===== config.mk =====
export PLATFORM = sky130hd
export DESIGN_NAME = clksyn_prog_seq
export DESIGN_NICKNAME = d
export VERILOG_FILES = /design/src/rtl/clksyn_pkg.sv /design/src/rtl/clksyn_req_check.sv /design/src/rtl/clksyn_phase_timer.sv /design/src/rtl/clksyn_shifter.sv /design/src/rtl/clksyn_prog_seq.sv
export SDC_FILE = /design/constraint.sdc
export NUM_CORES = 1
export LEC_CHECK = 0
export BUFFER_PORTS_ARGS = -buffer_cell sky130_fd_sc_hd__buf_2
export CAP_MARGIN = 40
export CORE_AREA = 8 8 83 85
export DETAILED_ROUTE_END_ITERATION = 8
export DIE_AREA = 0 0 91 93
export HOLD_SLACK_MARGIN = 0.08
export PLACE_DENSITY = 0.75
export SYNTH_ARGS = -nofsm -noshare
export SYNTH_HDL_FRONTEND = slang
export SYNTH_SLANG_ARGS = --single-unit

===== constraint.sdc =====
create_clock -name clk -period 3.5 [get_ports clk]
set_input_delay 0.525 -clock clk [delete_from_list [all_inputs] [get_ports clk]]
set_output_delay 0.525 -clock clk [all_outputs]
set_load 0.005 [all_outputs]

===== src/rtl/clksyn_pkg.sv =====
package clksyn_pkg;

  localparam int VCO_W   = 9;
  localparam int REF_W   = 7;
  localparam int FRAME_W = 24;

  typedef enum logic [2:0] {
    ST_IDLE,
    ST_SETUP,
    ST_HIGH,
    ST_WAIT,
    ST_STROBE,
    ST_LOCK
  } seq_state_e;

  // Packed in shift order: the most significant bit leaves first.
  typedef struct packed {
    logic [1:0]       cap;
    logic             duty;
    logic [1:0]       clk2_fn;
    logic [2:0]       div_sel;
    logic [VCO_W-1:0] vco_div;
    logic [REF_W-1:0] ref_div;
  } prog_req_t;

  function automatic int max_of(input int a, input int b);
    return (a > b) ? a : b;
  endfunction

endpackage


===== src/rtl/clksyn_req_check.sv =====
module clksyn_req_check
  import clksyn_pkg::*;
#(
  parameter int VCO_MIN = 4,
  parameter int REF_MIN = 1
) (
  input  prog_req_t            req_i,
  output logic                 legal_o,
  output logic [FRAME_W-1:0]   frame_o
);

  localparam logic [VCO_W-1:0] VCO_LO = VCO_W'(VCO_MIN);
  localparam logic [REF_W-1:0] REF_LO = REF_W'(REF_MIN);

  always_comb begin
    legal_o = (req_i.vco_div >= VCO_LO) && (req_i.ref_div >= REF_LO);
    frame_o = {req_i.cap, req_i.duty, req_i.clk2_fn, req_i.div_sel,
               req_i.vco_div, req_i.ref_div};
  end

endmodule


===== src/rtl/clksyn_phase_timer.sv =====
module clksyn_phase_timer #(
  parameter int CNT_W = 8
) (
  input  logic             clk,
  input  logic             rst_n,
  input  logic             load_i,
  input  logic [CNT_W-1:0] load_val_i,
  output logic             expired_o
);

  logic [CNT_W-1:0] cnt_q, cnt_d;
  logic             cnt_en;

  always_comb begin
    cnt_en = load_i || (cnt_q != '0);
    cnt_d  = load_i ? load_val_i : cnt_q - 1'b1;
  end

  always_ff @(posedge clk or negedge rst_n) begin
    if (!rst_n)      cnt_q <= '0;
    else if (cnt_en) cnt_q <= cnt_d;
  end

  assign expired_o = (cnt_q == '0);

endmodule


===== src/rtl/clksyn_shifter.sv =====
module clksyn_shifter #(
  parameter int W = 24
) (
  input  logic         clk,
  input  logic         rst_n,
  input  logic         load_i,
  input  logic         shift_i,
  input  logic [W-1:0] din_i,
  output logic         msb_next_o,
  output logic         last_bit_o
);

  localparam int BIT_W = $clog2(W);

  logic [W-1:0]     sh_q, sh_d;
  logic [BIT_W-1:0] bit_q, bit_d;
  logic             sh_en;

  always_comb begin
    sh_en = load_i || shift_i;
    sh_d  = load_i ? din_i : {sh_q[W-2:0], 1'b0};
    bit_d = load_i ? '0 : bit_q + 1'b1;
  end

  always_ff @(posedge clk or negedge rst_n) begin
    if (!rst_n) begin
      sh_q  <= '0;
      bit_q <= '0;
    end else if (sh_en) begin
      sh_q  <= sh_d;
      bit_q <= bit_d;
    end
  end

  assign msb_next_o = sh_en ? sh_d[W-1] : sh_q[W-1];
  assign last_bit_o = (bit_q == BIT_W'(W-1));

endmodule


===== src/rtl/clksyn_prog_seq.sv =====
module clksyn_prog_seq
  import clksyn_pkg::*;
#(
  parameter int SETUP_CYC  = 2,
  parameter int HOLD_CYC   = 2,
  parameter int WAIT_CYC   = 2,
  parameter int STROBE_CYC = 5,
  parameter int LOCK_CYC   = 1000000
) (
  input  logic       clk,
  input  logic       rst_n,
  input  logic       req_valid_i,
  output logic       req_ready_o,
  input  logic [8:0] req_vco_i,
  input  logic [6:0] req_ref_i,
  input  logic [2:0] req_div_sel_i,
  input  logic [1:0] req_clk2_fn_i,
  input  logic       req_duty_i,
  input  logic [1:0] req_cap_i,
  output logic       busy_o,
  output logic       done_o,
  output logic       err_o,
  output logic       sclk_o,
  output logic       sdata_o,
  output logic       strobe_o
);

  localparam int MAX_CYC = max_of(max_of(max_of(SETUP_CYC, HOLD_CYC),
                                         max_of(WAIT_CYC, STROBE_CYC)), LOCK_CYC);
  localparam int CNT_W   = max_of($clog2(MAX_CYC + 1), 1);

  // Reset: asserted asynchronously, released through two flops.
  logic rst_meta_q, rst_sync_n;
  always_ff @(posedge clk or negedge rst_n) begin
    if (!rst_n) begin
      rst_meta_q <= 1'b0;
      rst_sync_n <= 1'b0;
    end else begin
      rst_meta_q <= 1'b1;
      rst_sync_n <= rst_meta_q;
    end
  end

  prog_req_t          req;
  logic               legal;
  logic [FRAME_W-1:0] frame;

  assign req = '{cap: req_cap_i, duty: req_duty_i, clk2_fn: req_clk2_fn_i,
                 div_sel: req_div_sel_i, vco_div: req_vco_i, ref_div: req_ref_i};

  clksyn_req_check #(.VCO_MIN(4), .REF_MIN(1)) u_check (
    .req_i   (req),
    .legal_o (legal),
    .frame_o (frame)
  );

  seq_state_e       state_q, state_d;
  logic             tmr_load, tmr_expired;
  logic [CNT_W-1:0] tmr_val;
  logic             sh_load, sh_shift, msb_next, last_bit;
  logic             err_en, err_d, err_q, done_d, done_q;
  logic             sclk_d, sdata_d, strobe_d;
  logic             sclk_q, sdata_q, strobe_q;

  clksyn_phase_timer #(.CNT_W(CNT_W)) u_timer (
    .clk        (clk),
    .rst_n      (rst_sync_n),
    .load_i     (tmr_load),
    .load_val_i (tmr_val),
    .expired_o  (tmr_expired)
  );

  clksyn_shifter #(.W(FRAME_W)) u_shift (
    .clk        (clk),
    .rst_n      (rst_sync_n),
    .load_i     (sh_load),
    .shift_i    (sh_shift),
    .din_i      (frame),
    .msb_next_o (msb_next),
    .last_bit_o (last_bit)
  );

  always_comb begin
    state_d  = state_q;
    tmr_load = 1'b0;
    tmr_val  = '0;
    sh_load  = 1'b0;
    sh_shift = 1'b0;
    err_en   = 1'b0;
    err_d    = err_q;
    done_d   = 1'b0;
    unique case (state_q)
      ST_IDLE: if (req_valid_i) begin
        err_en = 1'b1;
        err_d  = !legal;
        if (legal) begin
          state_d  = ST_SETUP;
          tmr_load = 1'b1;
          tmr_val  = CNT_W'(SETUP_CYC - 1);
          sh_load  = 1'b1;
        end
      end
      ST_SETUP: if (tmr_expired) begin
        state_d  = ST_HIGH;
        tmr_load = 1'b1;
        tmr_val  = CNT_W'(HOLD_CYC - 1);
      end
      ST_HIGH: if (tmr_expired) begin
        tmr_load = 1'b1;
        if (last_bit) begin
          state_d = ST_WAIT;
          tmr_val = CNT_W'(WAIT_CYC - 1);
        end else begin
          state_d  = ST_SETUP;
          tmr_val  = CNT_W'(SETUP_CYC - 1);
          sh_shift = 1'b1;
        end
      end
      ST_WAIT: if (tmr_expired) begin
        state_d  = ST_STROBE;
        tmr_load = 1'b1;
        tmr_val  = CNT_W'(STROBE_CYC - 1);
      end
      ST_STROBE: if (tmr_expired) begin
        state_d  = ST_LOCK;
        tmr_load = 1'b1;
        tmr_val  = CNT_W'(LOCK_CYC - 1);
      end
      ST_LOCK: if (tmr_expired) begin
        state_d = ST_IDLE;
        done_d  = 1'b1;
      end
      default: state_d = ST_IDLE;
    endcase
    sclk_d   = (state_d == ST_HIGH);
    strobe_d = (state_d == ST_STROBE);
    sdata_d  = ((state_d == ST_SETUP) || (state_d == ST_HIGH)) && msb_next;
  end

  always_ff @(posedge clk or negedge rst_sync_n) begin
    if (!rst_sync_n) begin
      state_q  <= ST_IDLE;
      done_q   <= 1'b0;
      sclk_q   <= 1'b0;
      sdata_q  <= 1'b0;
      strobe_q <= 1'b0;
    end else begin
      state_q  <= state_d;
      done_q   <= done_d;
      sclk_q   <= sclk_d;
      sdata_q  <= sdata_d;
      strobe_q <= strobe_d;
    end
  end

  always_ff @(posedge clk or negedge rst_sync_n) begin
    if (!rst_sync_n)  err_q <= 1'b0;
    else if (err_en)  err_q <= err_d;
  end

  assign req_ready_o = (state_q == ST_IDLE);
  assign busy_o      = (state_q != ST_IDLE);
  assign done_o      = done_q;
  assign err_o       = err_q;
  assign sclk_o      = sclk_q;
  assign sdata_o     = sdata_q;
  assign strobe_o    = strobe_q;

endmodule



* Word-level counts from Yosys, hierarchy flattened
Index checks and enable logic that the tools add are counted. W data, S select, Z words.
Cells by class: div/mod/pow operators 0, multiply operators 0, equal/unequal tests 9, reduce and logical (&&, ||, !) cells 13, bitwise gates (word level) 0, muxes and demuxes 30, $add $sub $neg 2, $lt $le $gt $ge 2, shift-type cells 0
Operators with widths (count):
- $pmux W20 S4 | 1
- $mux W20 | 2
- $mux W24 | 1
- $mux W3 | 8
- $logic_not A20 Y1 | 1
- $reduce_bool A20 Y1 | 1
- $sub A20 B1 Y20 const B | 1
- $pmux W3 S6 | 1
- $mux W1 | 14
- $eq A3 B2 Y1 const B | 3
- $eq A3 B3 Y1 const B | 3
- $ge A9 B3 Y1 const B | 1
- $ge A7 B1 Y1 const B | 1
- $eq A3 B1 Y1 const B | 2
- $add A5 B1 Y5 const B | 1
- $eq A5 B5 Y1 const B | 1
- $mux W5 | 1
- $reduce_or A4 Y1 | 1
- $logic_not A3 Y1 | 1
- $logic_or A1 B1 Y1 | 3
- $reduce_and A3 Y1 | 1
- $reduce_bool A3 Y1 | 1
- $logic_and A1 B1 Y1 | 2
- $mux W2 | 1
- 3 further kinds | 3
Word-level totals: bits in latches 0, output and inout bits 7, memory bits (read-only) 0, bits of input ports 27, memory bits (writable) 0, logic and storage cells 67, register bits 59, memories kept 0

* Logic depth before layout (Yosys ltp)
word-level depth 8, mapped depth 10, gate-level depth less buffers 7

* Modules after synthesis
A second synthesis with hierarchy kept.
Unflattened totals: cell total of the unflattened synthesis 365, area total of the unflattened synthesis 3447.1 um^2
Modules (own cells, without submodules):
- clksyn_shifter | cells an instance 128, area an instance 1361.3 um^2, times used 1
- clksyn_phase_timer | cells an instance 149, area an instance 1335.0 um^2, times used 1
- clksyn_prog_seq | cells an instance 59, area an instance 534.3 um^2, times used 1
- clksyn_req_check | cells an instance 29, area an instance 216.5 um^2, times used 1

* Worst setup path after synthesis
OpenSTA, ideal clock, no wires.
path type register to register, from register u_timer.cnt_q[14], to register u_shift.sh_q[14], arrival 2.024 ns, stages on the path, launching flop included 8, clock period less this slack 2.156 ns, setup time 0.132 ns, path slack 1.344 ns, path through dfrtp_1 or4_4 nor4_4 and4_1 buf_4 buf_6 mux2i_1 o21ai_1
Between the ends: longest elaborated chain between the ends 4
Ends and longest elaborated chain:
- from (decl) | line clksyn_phase_timer.sv:11 | logic [CNT_W-1:0] cnt_q, cnt_d;
- from (signal assigned) | line clksyn_phase_timer.sv:21 | else if (cnt_en) cnt_q <= cnt_d;
- $logic_not A20 Y1 | line clksyn_phase_timer.sv:24 | assign expired_o = (cnt_q == '0);
- $mux W1 | line clksyn_prog_seq.sv:108 | ST_HIGH: if (tmr_expired) begin
- $mux W1 | line clksyn_prog_seq.sv:92 | unique case (state_q)
- $logic_or A1 B1 Y1 | line clksyn_shifter.sv:20 | sh_en = load_i || shift_i;
- to (signal assigned) | line clksyn_shifter.sv:27 | sh_q <= '0;
- to (signal assigned) | line clksyn_shifter.sv:30 | sh_q <= sh_d;
- to (decl) | line clksyn_shifter.sv:15 | logic [W-1:0] sh_q, sh_d;
Every way passes these cells. A chain may end at the register's enable or synchronous reset.

* Worst setup path after layout
from register u_timer.cnt_q[8], to register u_shift.sh_q[6]
Same word-level chain as after synthesis.

==> out/results.ini <==
[drt]
viasPerCell = 5.69
drt_drc_violations_left = 0
top_layer_used = met4
drt_first_pass_iters = 4
route.met2.wl_um = 2930
wl_met3_um = 336
via_count = 2424
avgRoutedWirePerCell_um = 14.7
wl_met1_um = 2820
drtIter0Drc = 175
drtAntennaViolNets = 0
routed_wl_um = 6240

[placement]
placed_area_sq_um = 3170
buffer_ports.inserted = 33
dp_hpwl_um = 4410
pre_cts_ws_ns = 0.814
placed_cells = 409
gp_congestion = 0.817

[grt]
grt_overflow = 0
antenna_found_initial = 0
globalRouteTotalUtil = 0.163
grt_pass1_wl_um = 11100
grt_max_degree = 36
grt_pass1_vias = 2401

[synth]
synth_mux_area_frac = 0.0271
async_flop_share = 1.00
synth_ff_type = dfrtp_1
avgSynthCellArea_sq_um = 9.43
yosys-top-cells-area = dfrtp_1 50%, nand2_1 6.6%, nor2_1 4.2%
ys_types = 48
synth_top_area_cell = dfrtp_1
synth_edf_count = 0
ys.warnings.count = 0
synth-xor-area-share = 0.0475
yosysSeqAreaShare = 0.500
synth_seq_cells = 59
syn-cell-area_sq_um = 2950
synth_fa_ha_area_frac = 0.00848
synth_top_cell_area_share = 0.500
synth_compound_area_frac = 0.151
netlist_instances = 313
synth_top_family_by_area = simple AND/OR/NAND/NOR gates
synth_simple_gate_area_frac = 0.227
synthesis.nets = 342

[clock_network]
htree_num_levels = 3
clk_pin_slew_worst_paths_ns = 0.07
cts_buffer_depth = 2
insertion_delay_ns = 0.35
cts.sinks = 59
cts_buffers = 9
cts_tree = built
cts_root_buffer = clkbuf_8

[layout]
area_delta_synth_final_pct = 14.0
fin_util = 0.593
n_antenna_cell = 0
fin_nets = 375
layout.cells.non_filler = 426
drive_above_1_share = 0.194
final_area_sq_um = 3360
nFillCells = 507

[pwr]
p_seq_frac = 0.534
p_per_area_nw_per_um2 = 383
pwr-share-clk = 0.445
finalPower_mw = 1.29
peakVddDrop_mv = 0.275
p_leak_nw = 1.44
p_switching_uw = 297
p_sw_frac = 0.231
p_int_uw = 991
combPwrFrac = 0.021

[critical_path]
cp-start-kind = flip-flop
worstPathRequired_ns = 3.76
crit_path_end_kind = flip-flop
worstPathArrival_ns = 2.94
crit_type = flip-flop to flip-flop
path_max_fanout = 13

[floorplanning]
ios = 34
start_util = 0.520
row_count = 28
dieArea_sq_um = 8460
die-height_um = 93
fp.dieW_um = 91
fp.coreArea_sq_um = 5680

[timing]
max_freq_ghz = 0.373
setup_viol = 0
finalMaxSlewViolations = 0
tightest_slew_ns = 0.764
rsz0062_at_grt = false
skew_ns = 0.00998
period_needed_ns = 2.68
whs_ns = 0.261
post-route-period-util = 0.766
setup_slack_ns = 0.819
hold_violations = 0
slew_headroom = 0.489
tns_ns = 0

[worst_hold_path]
min_path_type = flip-flop to asynchronous set/reset pin

[job]
cap_viol_max_count = 0

[outcome]
status = finished, final reports clean

[path summary, 6_finish.rpt]
| check | startpoint | endpoint | slack (ns) | cells after the start |
|---|---|---|---|---|
| max | u_timer.cnt_q[8]$_DFFE_PN0P_ | u_shift.sh_q[6]$_DFFE_PN0N_ | 0.82 | 6 |
| min | rst_sync_n$_DFF_PN0_ | done_o$_DFF_PN0_ | 0.26 | 0 |
| max reg2reg | u_timer.cnt_q[8]$_DFFE_PN0P_ | u_shift.sh_q[6]$_DFFE_PN0N_ | 0.82 | 6 |
| min reg2reg | rst_sync_n$_DFF_PN0_ | done_o$_DFF_PN0_ | 0.26 | 0 |
| max in group asynchronous | rst_sync_n$_DFF_PN0_ | u_shift.sh_q[6]$_DFFE_PN0N_ | 2.41 | 1 |
| min in group clk | rst_meta_q$_DFF_PN0_ | rst_sync_n$_DFF_PN0_ | 0.35 | 0 |
[synth_stat cells (all sizes together) (2+ instances only)]
cell    instances
a31oi          17
mux2i           8
nor4            6
o21ai          24
nand2          52
nand3           7
nor3           10
a211oi          3
dfrtp          59
nand2b          3
or3             8
o211ai          4
nand4           2
xnor2          12
or4             5
ha              2
clkbuf         11
inv             7
nor2           33
o311a           2
a21oi          12
o22ai           2
o41ai           2
buf             6
xor2            4
[sequential cells by signal, summed over array words and instances, names as in the netlist]
register,count
u_shift.sh_q,24
u_timer.cnt_q,20
u_shift.bit_q,5
state_q,3
done_o,1
err_o,1
rst_meta_q,1
rst_sync_n,1
sclk_o,1
sdata_o,1
strobe_o,1
[worst max-delay path, stage by stage, from the launching register on]
cell,delay [ns]
dfrtp_1,0.42
or4_1,0.63
nor3_4,0.34
and4_1,0.66
buf_4,0.30
nand2_1,0.07
a31oi_1,0.17
[layout make-up]
type,instances,area (sq um),area share
tap,75,93.8,0.0279
clock buffer,11,151,0.0450
clock inverter,5,37.5,0.0112
timing repair buffer,39,213,0.0632
inverter,7,26.3,0.00781
multi-input combinational,230,1370,0.406
sequential,59,1480,0.439
[layout by cell type, fill, tap and decap left out, types with 7 or more instances in the layout]
cell / n
a31oi_1: 17
xnor2_1: 12
a21oi_1: 12
o21ai_0: 17
dfrtp_1: 58
mux2i_1: 8
inv_1: 7
clkbuf_8: 11
buf_2: 33
nand2_1: 52
or3_1: 8
nor2_1: 33
nor3_1: 7
[power groups by stage]
stage / clock [mW] / combinational (mW) / sequential, mW
floorplan: 0 / 0.00112 / 0.705
global placement: 0 / 0.0260 / 0.702
detailed placement: 0 / 0.0261 / 0.702
CTS: 0.589 / 0.0271 / 0.689
global route: 0.625 / 0.0305 / 0.689
finish: 0.573 / 0.0265 / 0.689
[layer usage]
layer	up-vias	GRT usage
met1	1162	0.201
met2	74	0.250
met5	-	0
met3	14	0.0465
met4	0	0.0955
li1	1174	-
[cells by family after synthesis]
logic type	Yosys count
muxes	8
and+or+nand+nor	132
other	1
adders and majority gates	2
DFF	59
buffers and inverters	24
xor gates and xnor gates	16
AOI/OAI and AO/OA	71
[timing repair]
item	CTS	global route
endpoints found under the hold margin	2	0
hold buffers	1	0
gates resized for setup	0	0
buffers inserted	0	0
setup endpoints to repair	0	0
No activity file was read; power rests on OpenSTA's default activity.
